==> config.mk <==
export PLATFORM = sky130hd
export DESIGN_NAME = voice_envelope
export DESIGN_NICKNAME = d
export VERILOG_FILES = /design/src/rtl/voice_env_pkg.sv /design/src/rtl/env_rate_timer.sv /design/src/rtl/env_exp_divider.sv /design/src/rtl/voice_envelope.sv
export SDC_FILE = /design/constraint.sdc
export NUM_CORES = 1
export LEC_CHECK = 0
export ABC_AREA = 1
export BUFFER_PORTS_ARGS = -buffer_cell sky130_fd_sc_hd__buf_2
export CAP_MARGIN = 20
export CORE_MARGIN = 4
export CORE_UTILIZATION = 48
export CTS_BUF_LIST = sky130_fd_sc_hd__clkbuf_8
export DETAILED_ROUTE_END_ITERATION = 7
export GPL_TIMING_DRIVEN = 0
export PLACE_DENSITY_LB_ADDON = 0.05
export SLEW_MARGIN = 20
export SYNTH_ARGS = -nofsm -noshare
export SYNTH_HDL_FRONTEND = slang
export SYNTH_SLANG_ARGS = --single-unit
export TNS_END_PERCENT = 30
==> constraint.sdc <==
create_clock -name clk -period 3.09 [get_ports clk]
set_input_delay 0.309 -clock clk [delete_from_list [all_inputs] [get_ports clk]]
set_output_delay 0.309 -clock clk [all_outputs]
set_load 0.005 [all_outputs]
==> src/rtl/voice_env_pkg.sv <==
package voice_env_pkg;

    typedef enum logic [1:0] {
        PH_ATTACK  = 2'd0,
        PH_DECAY   = 2'd1,
        PH_RELEASE = 2'd2
    } env_phase_e;

    localparam int LEVEL_W  = 8;
    localparam int RATE_W   = 16;
    localparam int EXPDIV_W = 5;
    localparam int SET_W    = 4;

    // Rate setting to counter period in clocks.
    function automatic logic [RATE_W-1:0] period_lookup(input logic [SET_W-1:0] sel);
        logic [RATE_W-1:0] p;
        case (sel)
            4'd0:    p = 16'd9;
            4'd1:    p = 16'd32;
            4'd2:    p = 16'd63;
            4'd3:    p = 16'd95;
            4'd4:    p = 16'd149;
            4'd5:    p = 16'd220;
            4'd6:    p = 16'd267;
            4'd7:    p = 16'd313;
            4'd8:    p = 16'd392;
            4'd9:    p = 16'd977;
            4'd10:   p = 16'd1954;
            4'd11:   p = 16'd3126;
            4'd12:   p = 16'd3907;
            4'd13:   p = 16'd11720;
            4'd14:   p = 16'd19532;
            default: p = 16'd31251;
        endcase
        return p;
    endfunction

    // The sustain target repeats the setting in both nibbles.
    function automatic logic [LEVEL_W-1:0] sustain_target(input logic [SET_W-1:0] n);
        return {n, n};
    endfunction

    // Divider reload points along the level scale; elsewhere the divider keeps its value.
    function automatic logic [EXPDIV_W-1:0] expdiv_reload(input logic [LEVEL_W-1:0] lvl,
                                                          input logic [EXPDIV_W-1:0] cur);
        logic [EXPDIV_W-1:0] r;
        case (lvl)
            8'hFF:   r = 5'd1;
            8'h5D:   r = 5'd2;
            8'h36:   r = 5'd4;
            8'h1A:   r = 5'd8;
            8'h0E:   r = 5'd16;
            8'h06:   r = 5'd30;
            8'h00:   r = 5'd1;
            default: r = cur;
        endcase
        return r;
    endfunction

endpackage

==> src/rtl/env_rate_timer.sv <==
module env_rate_timer #(
    parameter int W = 16
) (
    input  logic         clk,
    input  logic         rst_n,
    input  logic [W-1:0] period,
    output logic         tick
);
    logic [W-1:0] cnt_q;
    logic [W-1:0] cnt_inc;

    // Wraps through zero when the period is lowered below the running count.
    assign cnt_inc = cnt_q + {{(W-1){1'b0}}, 1'b1};
    assign tick    = (cnt_inc == period);

    always_ff @(posedge clk) begin
        if (!rst_n) begin
            cnt_q <= '0;
        end else if (tick) begin
            cnt_q <= '0;
        end else begin
            cnt_q <= cnt_inc;
        end
    end
endmodule

==> src/rtl/env_exp_divider.sv <==
module env_exp_divider
    import voice_env_pkg::*;
(
    input  logic                clk,
    input  logic                rst_n,
    input  logic                tick,
    input  logic                bypass,
    input  logic                step_done,
    input  logic [LEVEL_W-1:0]  new_level,
    output logic                fire,
    output logic [EXPDIV_W-1:0] div_period
);
    logic [EXPDIV_W-1:0] cnt_q;
    logic [EXPDIV_W-1:0] cnt_inc;

    assign cnt_inc = cnt_q + {{(EXPDIV_W-1){1'b0}}, 1'b1};
    assign fire    = tick && (bypass || (cnt_inc == div_period));

    always_ff @(posedge clk) begin
        if (!rst_n) begin
            cnt_q <= '0;
        end else if (tick) begin
            cnt_q <= fire ? '0 : cnt_inc;
        end
    end

    always_ff @(posedge clk) begin
        if (!rst_n) begin
            div_period <= EXPDIV_W'(1);
        end else if (step_done) begin
            div_period <= expdiv_reload(new_level, div_period);
        end
    end
endmodule

==> src/rtl/voice_envelope.sv <==
module voice_envelope
    import voice_env_pkg::*;
(
    input  logic               clk,
    input  logic               rst_n,
    input  logic               ctrl_we,
    input  logic               ctrl_gate,
    input  logic               ad_we,
    input  logic [7:0]         ad_data,
    input  logic               sr_we,
    input  logic [7:0]         sr_data,
    output logic [LEVEL_W-1:0] level
);
    localparam logic [LEVEL_W-1:0] LVL_FULL = {LEVEL_W{1'b1}};
    localparam logic [LEVEL_W-1:0] LVL_ZERO = '0;

    env_phase_e          phase_q, phase_n;
    logic                gate_q;
    logic [SET_W-1:0]    atk_q, dec_q, sus_q, rel_q;
    logic                hold_q, hold_n;
    logic [LEVEL_W-1:0]  level_q, level_n;
    logic [SET_W-1:0]    rate_sel;
    logic [RATE_W-1:0]   period;
    logic                rate_tick;
    logic                div_fire;
    logic                step;
    logic                reach_full;
    logic                gate_rise, gate_fall;
    logic [EXPDIV_W-1:0] exp_period;

    assign gate_rise = ctrl_we &&  ctrl_gate && !gate_q;
    assign gate_fall = ctrl_we && !ctrl_gate &&  gate_q;

    // Settings registers
    always_ff @(posedge clk) begin
        if (!rst_n) begin
            gate_q <= 1'b0;
            atk_q  <= '0;
            dec_q  <= '0;
            sus_q  <= '0;
            rel_q  <= '0;
        end else begin
            if (ctrl_we) gate_q <= ctrl_gate;
            if (ad_we) begin
                atk_q <= ad_data[7:4];
                dec_q <= ad_data[3:0];
            end
            if (sr_we) begin
                sus_q <= sr_data[7:4];
                rel_q <= sr_data[3:0];
            end
        end
    end

    // The active period follows the phase, so a write to the phase's own rate takes effect at once.
    always_comb begin
        unique case (phase_q)
            PH_ATTACK:  rate_sel = atk_q;
            PH_DECAY:   rate_sel = dec_q;
            PH_RELEASE: rate_sel = rel_q;
            default:    rate_sel = rel_q;
        endcase
    end

    assign period = period_lookup(rate_sel);

    env_rate_timer #(.W(RATE_W)) i_rate (
        .clk    (clk),
        .rst_n  (rst_n),
        .period (period),
        .tick   (rate_tick)
    );

    env_exp_divider i_div (
        .clk        (clk),
        .rst_n      (rst_n),
        .tick       (rate_tick),
        .bypass     (phase_q == PH_ATTACK),
        .step_done  (step),
        .new_level  (level_n),
        .fire       (div_fire),
        .div_period (exp_period)
    );

    assign step = div_fire && !hold_q;

    // Next level and the automatic end of attack
    always_comb begin
        level_n    = level_q;
        reach_full = 1'b0;
        if (step) begin
            unique case (phase_q)
                PH_ATTACK: begin
                    level_n    = level_q + 8'd1;
                    reach_full = (level_n == LVL_FULL);
                end
                PH_DECAY: begin
                    if (level_q != sustain_target(sus_q)) level_n = level_q - 8'd1;
                end
                PH_RELEASE: level_n = level_q - 8'd1;
                default:    level_n = level_q;
            endcase
        end
    end

    // Next phase: register writes outrank the automatic transition.
    always_comb begin
        phase_n = phase_q;
        if (gate_rise)       phase_n = PH_ATTACK;
        else if (gate_fall)  phase_n = PH_RELEASE;
        else if (reach_full) phase_n = PH_DECAY;
    end

    always_comb begin
        hold_n = hold_q;
        if (gate_rise)                         hold_n = 1'b0;
        else if (step && level_n == LVL_ZERO)  hold_n = 1'b1;
    end

    // State register
    always_ff @(posedge clk) begin
        if (!rst_n) begin
            phase_q <= PH_RELEASE;
            hold_q  <= 1'b1;
        end else begin
            phase_q <= phase_n;
            hold_q  <= hold_n;
        end
    end

    // Output register
    always_ff @(posedge clk) begin
        if (!rst_n) level_q <= LVL_ZERO;
        else        level_q <= level_n;
    end

    assign level = level_q;
endmodule

* Yosys cells after proc, flatten, opt, wreduce, memory -nomap -nowiden
Memories as Yosys holds them, arrays and structs flattened.
Cells that the tools add are included.
** Storage, ports and cells
- Memories kept :: 1
- Bits in registers :: 54
- Output and inout port bits :: 8
- Word-level logic and storage cells :: 63
- Bits in read-only memories :: 240
** Memories
- (no name shown) :: words 16, bits a word 15, rd ports 1, clocked after memory_dff 0, wr ports 0, line voice_env_pkg.sv:17 : case (sel)
** Cells by class
- Equality and inequality tests :: 12
- Add/subtract/negate cells :: 4
- Reductions and logical operators :: 20
- Muxes and demuxes :: 13
- Bitwise operators :: 1
** Operators with widths (count)
- $pmux W5 S6 :: 1
- $pmux W8 S3 :: 1
- $add A16 B1 Y16 const B :: 1
- $eq A16 B16 Y1 :: 1
- $eq A8 B8 Y1 const B :: 2
- $mux W8 :: 2
- $add A8 B1 Y8 const B :: 1
- $eq A8 B3 Y1 const B :: 1
- $eq A8 B4 Y1 const B :: 1
- $eq A8 B5 Y1 const B :: 1
- $eq A8 B6 Y1 const B :: 1
- $eq A8 B7 Y1 const B :: 1
- $logic_not A8 Y1 :: 1
- $ne A8 B8 Y1 :: 1
- $pmux W4 S2 :: 1
- $sub A8 B1 Y8 const B :: 1
- $logic_and A1 B1 Y1 :: 7
- $mux W2 :: 3
- $reduce_bool A6 Y1 :: 1
- $add A5 B1 Y5 const B :: 1
- $eq A5 B5 Y1 :: 1
- $mux W5 :: 1
- $mux W1 :: 4
- $reduce_or A2 Y1 :: 2
- other kinds (10) :: 12

* Longest topological paths before layout
Gate-level depths: netlist of run 1.
An unclocked memory read counts as a cell.
- Depth after elaboration :: 11
- Depth in mapped cells :: 31
- Gate-level depth less buffers :: 28

* By module
A second synthesis of run 1 with hierarchy kept.
** Second synthesis, totals
- Cells, all modules :: 708
- Area total of the unflattened synthesis :: 4264.1 um^2
** Modules (own cells, without submodules)
- voice_envelope :: times used 1, area each 2143.3 um^2, cells an instance 344
- env_rate_timer :: times used 1, area each 1317.5 um^2, cells an instance 222
- env_exp_divider :: times used 1, area each 803.3 um^2, cells an instance 142

* Least setup slack after synthesis of run 1
No wires, ideal clock.
- Path type :: register to register
- Start point :: register phase_q[1]
- End point :: register i_div.div_period[1]
- Required time :: 2.977 ns
- Path buffers :: 3
- Setup slack :: -0.029 ns
- Setup time :: 0.113 ns
- Clock period less this slack :: 3.119 ns
- Stages on the path, launching flop included :: 28
- Arrival :: 3.006 ns
- Cell sequence :: dfxtp_1 -> buf_6 -> nor2_8 -> buf_6 -> nand2_2 -> nand2_2 -> nor2_4 -> ha_1 -> nand4_1 -> nand3_1 -> inv_1 -> nand2_1 -> nand2_2 -> nor2_4 -> nand2_1 -> nor2_1 -> nand4_1 -> buf_6 -> nand2_1 -> nand2_1 -> nor2_4 -> nand2_2 -> nor2_1 -> nor2_2 -> nand3_2 -> nand2_4 -> nor2_1 -> nor2_1
** Between the ends
- Word-level cells in the longest chain between the ends :: 11
- Elaborated cells on any way between the ends :: 22
- Those cells by class :: 9 x eq/ne; 4 x mux; 8 x reduce/logical; 1 x memory
** RTL lines
- from (decl) :: line voice_envelope.sv:17 : env_phase_e phase_q, phase_n;
- from (signal assigned) :: line voice_envelope.sv:126 : phase_q <= phase_n;
- $eq A2 B1 Y1 / $logic_not A2 Y1 (equally long branches) :: line voice_envelope.sv:57, voice_envelope.sv:92, voice_envelope.sv:78
- $pmux W4 S2 :: line voice_envelope.sv:57 : unique case (phase_q)
- $mem_v2 Z16 W15
- $eq A16 B16 Y1 :: line env_rate_timer.sv:14 : assign tick = (cnt_inc == period);
- $logic_and A1 B1 Y1 :: line env_exp_divider.sv:17 : assign fire = tick && (bypass || (cnt_inc == div_period));
- $logic_and A1 B1 Y1 :: line voice_envelope.sv:85 : assign step = div_fire && !hold_q;
- $mux W8 :: line voice_envelope.sv:91 : if (step) begin
- $eq A8 B8 Y1 / $logic_not A8 Y1 (equally long branches) :: line voice_env_pkg.sv:47 : case (lvl)
- $reduce_or A2 Y1 (no line)
- $reduce_bool A6 Y1 (no line)
- $reduce_and A2 Y1 (no line)
- to (signal assigned) :: line env_exp_divider.sv:31 : div_period <= expdiv_reload(new_level, div_period);
- to (decl) :: line env_exp_divider.sv:11 : output logic [EXPDIV_W-1:0] div_period
Parallel ways exist; a longest one is shown, timed or not.
A chain may end at the register's enable or synchronous reset.

* Worst setup path in the final report of run 1
Ends and elaborated chain as after synthesis.

==> run_results.csv, run 1 <==
group,metric,value,unit
status,outcome,"finished with violations",
status,violations,"negative setup slack",
layout,fillCellCount,879,
floorplan,core_area,9240,sq um
sta,slew_viol_final,0,
logic_synthesis,ys_seq_elements,54,
global_route,grt_first_pass_wirelength,21.38,mm
global_route,grtUsageTotal,0.2319,
floorplan,io_pins,30,
min_path,hp-class,"in2reg",
critical_path,r2r_setup_slack,-0.37,ns
sta,timing.final.ws_setup,-0.3724,ns
critical_path,worstRegToRegCells,30,
floorplan,dieArea,11130,sq um
logic_synthesis,synth-async-reset-ratio,0,
drt,wl_per_cell,13.88,microns
sta,setup_viol_count_final,16,
critical_path,critPathLaunchType,"register",
drt,drt_iter0_markers,208,
floorplan,die_h,105.5,microns
power,total_power,1803,uW
layout,areaGrowthSynthToFinish,21.00,%
floorplan,initial_core_util,0.4938,
power,p_sw_frac,0.3627,
power,seq_power_share,0.406,
critical_path,critPathSlowestCell,"dfxtp_2",
sta,skew,0.007212,ns
global_route,antenna_found_initial,0,
clock_tree,insertion_delay,0.31,ns
power,clockPowerShare,0.252,
logic_synthesis,syn_inst,724,
global_route,grt_max_degree,17,
sta,rsz0062_at_grt,"yes",
critical_path,arrival,3.68,ns
logic_synthesis,synth_xor_area_frac,0.04990,
critical_path,cpPeakStageDelay,0.34,ns
drt,detail_route.wirelength,12.71,mm
min_path,min-delay-start,"ad_data[3]",
floorplan,std_cell_rows,35,
layout,final_common_cell,"nand2_1",
logic_synthesis,synth.net_count,762,
min_path,min_to,"dec_q[3]",
drt,drc_errors,0,
critical_path,critical_path_class,"reg2reg",
critical_path,r2r-end,"i_div.div_period[1]",
layout,antenna_cells,0,
clock_tree,cts-htree-levels,2,
power,p_int,1149,uW
critical_path,setup.worst_path.end_class,"register",
place,dp_hpwl,9.570,mm
clock_tree,cts.clk_slew.worst_paths,0.10,ns
clock_tree,numCtsBuffers,5,
power,power_frac_comb,0.342,
logic_synthesis,syn-cell-area,4563,sq um
critical_path,critPathMaxFanout,6,
logic_synthesis,synth_top_family_by_area,"simple AND/OR/NAND/NOR gates",
layout,multi_input_area,3334,sq um
clock_tree,cts.sink_count,54,
logic_synthesis,ys_warn_count,0,
place,post-place-ws,-0.6314,ns
clock_tree,root_buffer,"clkbuf_8",
logic_synthesis,ys_seq_area_frac,0.2369,
global_route,gr-total-overflow,0,
sta,relSlewSlack,0.6432,
sta,worst_pin_slew,0.5352,ns
sta,post-route-min-period,3.462,ns
global_route,grt_pass1_vias,4651,
layout,layout-drive-gt1-share,0.2427,
drt,antenna_left,0,
run,maxCapViolations,0,
layout,regArea,1084,sq um
power,p_sw,653.9,uW
sta,fmax,288.8,MHz
logic_synthesis,synth_edf_count,0,
drt,vias,4824,
sta,finalCritPeriodShare,1.121,
drt,dr.pass1.iters,4,
critical_path,reg2reg_from,"phase_q[1]",
clock_tree,tritoncts,"built",
logic_synthesis,synth_compound_area_frac,0.07431,
power,leakage,0.002660,uW
logic_synthesis,syn_avg_cell_area,6.303,sq um
drt,viasPerCell,5.266,
min_path,hold_depth,3,
power,p_per_area,326.5,nW/um^2
place,io_buffers,28,
logic_synthesis,synth_ff_type,"dfxtp_1",
critical_path,required,3.31,ns
logic_synthesis,yosys.area_share.simple,0.4944,
layout,fin_nets,824,
floorplan,die_w,105.5,microns
layout,final_cell_mix,"nand2_1 (167), inv_1 (80), nor2_1 (68)",
sta,hold_viol,0,
place,gp_congestion,0.9004,
clock_tree,clock_path_buffers,2,
power,vdd.ir_drop.worst,0.1912,mV
logic_synthesis,synthAdderAreaFrac,0.04387,
logic_synthesis,ys_types,36,
logic_synthesis,synth.mux.area_fraction,0,
sequential cells by signal, summed over array words and instances (netlist names):
name	cells
hold_q	1
phase_q	2
dec_q	4
gate_q	1
atk_q	4
i_div.cnt_q	5
i_div.div_period	5
level	8
rel_q	4
sus_q	4
i_rate.cnt_q	16
cells in the mapped netlist, types with 2 or more instances:
cell type / count / area share
nand4_1: 35 / 0.048
nor2_1: 81 / 0.067
o2111ai_1: 3 / 0.0058
nand2_2: 22 / 0.030
nor4_1: 5 / 0.0069
o21ai_0: 29 / 0.032
o21ai_1: 2 / 0.0022
buf_2: 2 / 0.0022
nor2_8: 2 / 0.0088
nand3b_1: 4 / 0.0066
nor3_1: 8 / 0.0088
clkbuf_1: 11 / 0.0090
xnor2_1: 7 / 0.013
xor2_1: 19 / 0.036
dfxtp_1: 54 / 0.24
inv_1: 84 / 0.069
nand3_2: 5 / 0.011
nand3_4: 2 / 0.0077
nand2_1: 186 / 0.15
nor2_4: 8 / 0.020
inv_2: 3 / 0.0025
nor2_2: 9 / 0.012
nand3_1: 75 / 0.082
nand2_4: 5 / 0.012
o211a_1: 2 / 0.0044
buf_6: 6 / 0.015
ha_1: 16 / 0.044
or2_2: 8 / 0.011
a21oi_1: 23 / 0.025
o31ai_1: 2 / 0.0033
per-layer routing:
metal	routed length, microns	global-route usage	vias up
met3	423	0.03491	31
met5	0	0	-
met4	443	0.09528	0
li1	-	-	2473
met2	6289	0.4139	99
met1	5553	0.2764	2221
worst max-delay path: cells and delay by family, from the launching register on:
family	cells	cell delay, ns
fa+ha+maj	1	0.12
buf+inv	7	0.83
simple gates	22	2.06
flops	1	0.34
through the flow:
stage / setup TNS [ns] / util / instances / cell area [sq um] / hold slack [ns]
after floorplan: 0 / - / 724 / 4563 / 0.4295
after global placement: -9.261 / 0.5265 / 881 / 4865 / 0.4526
after detailed placement: -10.24 / 0.5265 / 881 / 4865 / 0.4709
after CTS: -4.623 / 0.5813 / 911 / 5371 / 0.2070
after global routing: -12.15 / 0.5976 / 916 / 5522 / 0.2272
final: -4.760 / 0.5976 / 916 / 5522 / 0.2130
worst max path at each step:
stage,slack [ns],cells past startpoint,from,to
2_1_floorplan,0.008,27,phase_q[1],i_div.div_period[1]
3_3_place_gp,-0.58,20,phase_q[1],i_rate.cnt_q[10]
3_5_place_dp,-0.63,20,phase_q[1],i_rate.cnt_q[7]
4_1_cts,-0.32,31,phase_q[1],i_div.div_period[4]
5_1_grt,-0.64,28,phase_q[1],hold_q
6_report,-0.37,30,phase_q[1],i_div.div_period[1]
power by group through the flow:
stage | clock network [uW] | registers, uW | logic [uW]
3_5_place_dp | 0 | 747 | 505
6_report | 454 | 732 | 617
2_1_floorplan | 0 | 744 | 388
4_1_cts | 468 | 732 | 577
3_3_place_gp | 0 | 746 | 498
5_1_grt | 496 | 736 | 682
timing repair:
item,in CTS,in global routing
cloned,1,0
setup buffers,21,5
setup endpoints to repair,28,28
pin swaps,36,17
resized for setup,59,30
hold buffers,0,0
kinds of logic after synthesis:
kind of cell / count (synthesis)
buffers and inverters: 108
XOR/XNOR: 26
adder cells (fa/ha/maj): 16
AO/OA/AOI/OAI: 62
AND/OR/NAND/NOR: 458
flip-flops: 54
area by class of cell:
class	count	share of cell area
plain buffers	20	0.02447
clock buffers	7	0.01745
clock inverters	1	0.001586
inverters	88	0.06073
multi-input cells	562	0.6039
flip-flops and latches	54	0.1962
well taps	129	0.02923
repair buffers	55	0.06639
Power figures use the tool's default switching activity.
==> inputs of run 2 (changes only) <==
CAP_MARGIN = not set   (was 20)
PLACE_DENSITY = 0.67   (was not set)
PLACE_DENSITY_LB_ADDON = not set   (was 0.05)
==> run_results.csv, run 2 (same netlist as run 1, synthesis figures left out) <==
group,metric,value,unit
status,violations,"negative setup slack",
critical_path,arrival,3.84,ns
floorplan,std_cell_rows,35,
clock_tree,cts.sink_count,54,
place,io_buffers,28,
critical_path,critical_path_class,"reg2reg",
critical_path,critPathLaunchType,"register",
global_route,grtUsageTotal,0.2306,
critical_path,required,3.35,ns
drt,wl_met3,590,microns
layout,antenna_cells,0,
sta,fmax,279.8,MHz
global_route,grt_pass1_vias,4708,
global_route,grt_first_pass_wirelength,21.46,mm
power,seq_power_share,0.399,
status,outcome,"finished with violations",
power,p_int,1182,uW
drt,top_layer_used,"met4",
global_route,antenna_found_initial,0,
sta,rsz0062_at_grt,"yes",
critical_path,critPathSlowestCell,"dfxtp_2",
global_route,gr-total-overflow,0,
sta,timing.final.ws_setup,-0.4841,ns
layout,regMostFlops,"i_rate.cnt_q",
power,vdd.ir_drop.worst,0.1999,mV
drt,detail_route.wirelength,12.96,mm
floorplan,die_w,105.5,microns
sta,slew_viol_final,0,
sta,skew,0.006223,ns
floorplan,die_h,105.5,microns
power,p_sw,649.7,uW
sta,hold_viol,0,
layout,areaGrowthSynthToFinish,21.77,%
place,gp_congestion,0.8816,
sta,holdWs,0.2154,ns
critical_path,worstRegToRegCells,27,
power,power_frac_comb,0.333,
global_route,grt_max_degree,17,
drt,antenna_left,0,
drt,met2_length,6.485,mm
clock_tree,insertion_delay,0.31,ns
clock_tree,numCtsBuffers,5,
clock_tree,cts-htree-levels,2,
clock_tree,root_buffer,"clkbuf_8",
critical_path,cp_common_cell,"nand2_1",
clock_tree,clock_path_buffers,2,
drt,viasPerCell,5.318,
clock_tree,tritoncts,"built",
layout,final_common_cell,"nand2_1",
min_path,hp-class,"in2reg",
floorplan,core_area,9240,sq um
power,leakage,0.002686,uW
drt,wl_per_cell,13.98,microns
drt,vias,4930,
drt,drc_errors,0,
critical_path,path_delay_family,"simple AND/OR/NAND/NOR gates",
place,dp_hpwl,9.490,mm
critical_path,path_depth,27,
run,maxCapViolations,0,
layout,postLayoutCoreUtil,0.6014,
layout,layout-drive-gt1-share,0.2469,
layout,final_cell_mix,"nand2_1 (169), inv_1 (84), nand3_1 (70)",
layout,largest_reg_flops,16,
clock_tree,cts_hold_buf,0,
floorplan,dieArea,11130,sq um
critical_path,critPathMaxFanout,7,
drt,drt_iter0_markers,306,
floorplan,initial_core_util,0.4938,
sta,relSlewSlack,0.6167,
sta,post-route-min-period,3.574,ns
drt,dr.pass1.iters,5,
critical_path,setup.worst_path.end_class,"register",
critical_path,reg2reg_from,"phase_q[1]",
floorplan,io_pins,30,
power,p_sw_frac,0.3546,
sta,finalCritPeriodShare,1.157,
sta,worst_pin_slew,0.5750,ns
critical_path,crit_start,"phase_q[1]",
drt,met1_length,5.692,mm
sta,setup_viol_count_final,25,
layout,fin_nets,835,
clock_tree,cts.clk_slew.worst_paths,0.11,ns
min_path,hold_depth,3,
min_path,min-delay-start,"sr_data[1]",
power,p_per_area,329.7,nW/um^2
critical_path,worst-path-buf-inv,3,
power,clockPowerShare,0.268,
critical_path,cpPeakStageDelay,0.35,ns
[run 2: per-layer routing]
layer | track usage | vias up
li1 | - | 2497
met2 | 0.4212 | 125
met1 | 0.2800 | 2285
met4 | 0.06475 | 0
met3 | 0.03368 | 23
met5 | 0 | -
[run 2: timing repair]
item                                    4_1_cts  5_1_grt
cloned                                        1        1
endpoints found under the setup margin       17       30
resized for setup                            48       33
pin swaps                                    32       24
setup buffers                                29        8
[run 2: stage by stage]
stage               setup TNS, ns  total power (uW)  instances  setup WS, ns  cell area, sq um
finish                     -6.289              1832        927       -0.4841              5557
global route               -13.62              1943        927       -0.8207              5557
CTS                        -3.992              1786        919       -0.3907              5386
detailed placement         -6.260              1244        881       -0.5758              4865
global placement           -5.744              1235        881       -0.5468              4865
floorplan                       0              1132        724      0.007726              4563
[run 2: area by class of cell]
cell class | count | area (sq um)
Clock buffer | 5 | 68.82
Tap cell | 129 | 161.4
Clock inverter | 3 | 41.29
Fill cell | 895 | 3684
Multi-Input combinational cell | 563 | 3294
Buffer | 19 | 125.1
Sequential cell | 54 | 1086
Inverter | 88 | 337.8
Timing Repair Buffer | 66 | 441.7
[run 2: worst register-to-register path, cell delays in order (launching register included)]
cell     delay, ns
dfxtp_2       0.35
buf_8         0.14
nor2_8        0.05
buf_8         0.12
nand2_4       0.05
nand3_4       0.13
ha_4          0.31
nand4_1       0.23
nand3_2       0.21
nand2_2       0.07
nand2_1       0.05
nand2_1       0.06
nor2_2        0.13
nand2_1       0.08
nor2_2        0.12
nand4_1       0.20
buf_6         0.23
nand2_4       0.07
nand2_4       0.07
nor2_4        0.19
nand2_2       0.10
nor2_2        0.12
nor2_2        0.07
nand3_4       0.10
nand2_4       0.08
nand2_1       0.07
nand2_1       0.04
nor2_1        0.09
[run 2: path summary, 6_finish.rpt]
kind	endpoint	slack [ns]
max	i_div.div_period[4]	-0.48
min	rel_q[1]	0.22
max reg2reg	i_div.div_period[4]	-0.48
min reg2reg	rel_q[3]	0.46
[run 2: power groups by stage]
stage / combinational [uW] / clock (uW) / sequential [uW]
floorplan: 388 / 0 / 744
global placement: 489 / 0 / 746
detailed placement: 497 / 0 / 747
CTS: 557 / 498 / 731
global route: 677 / 532 / 734
finish: 610 / 490 / 731
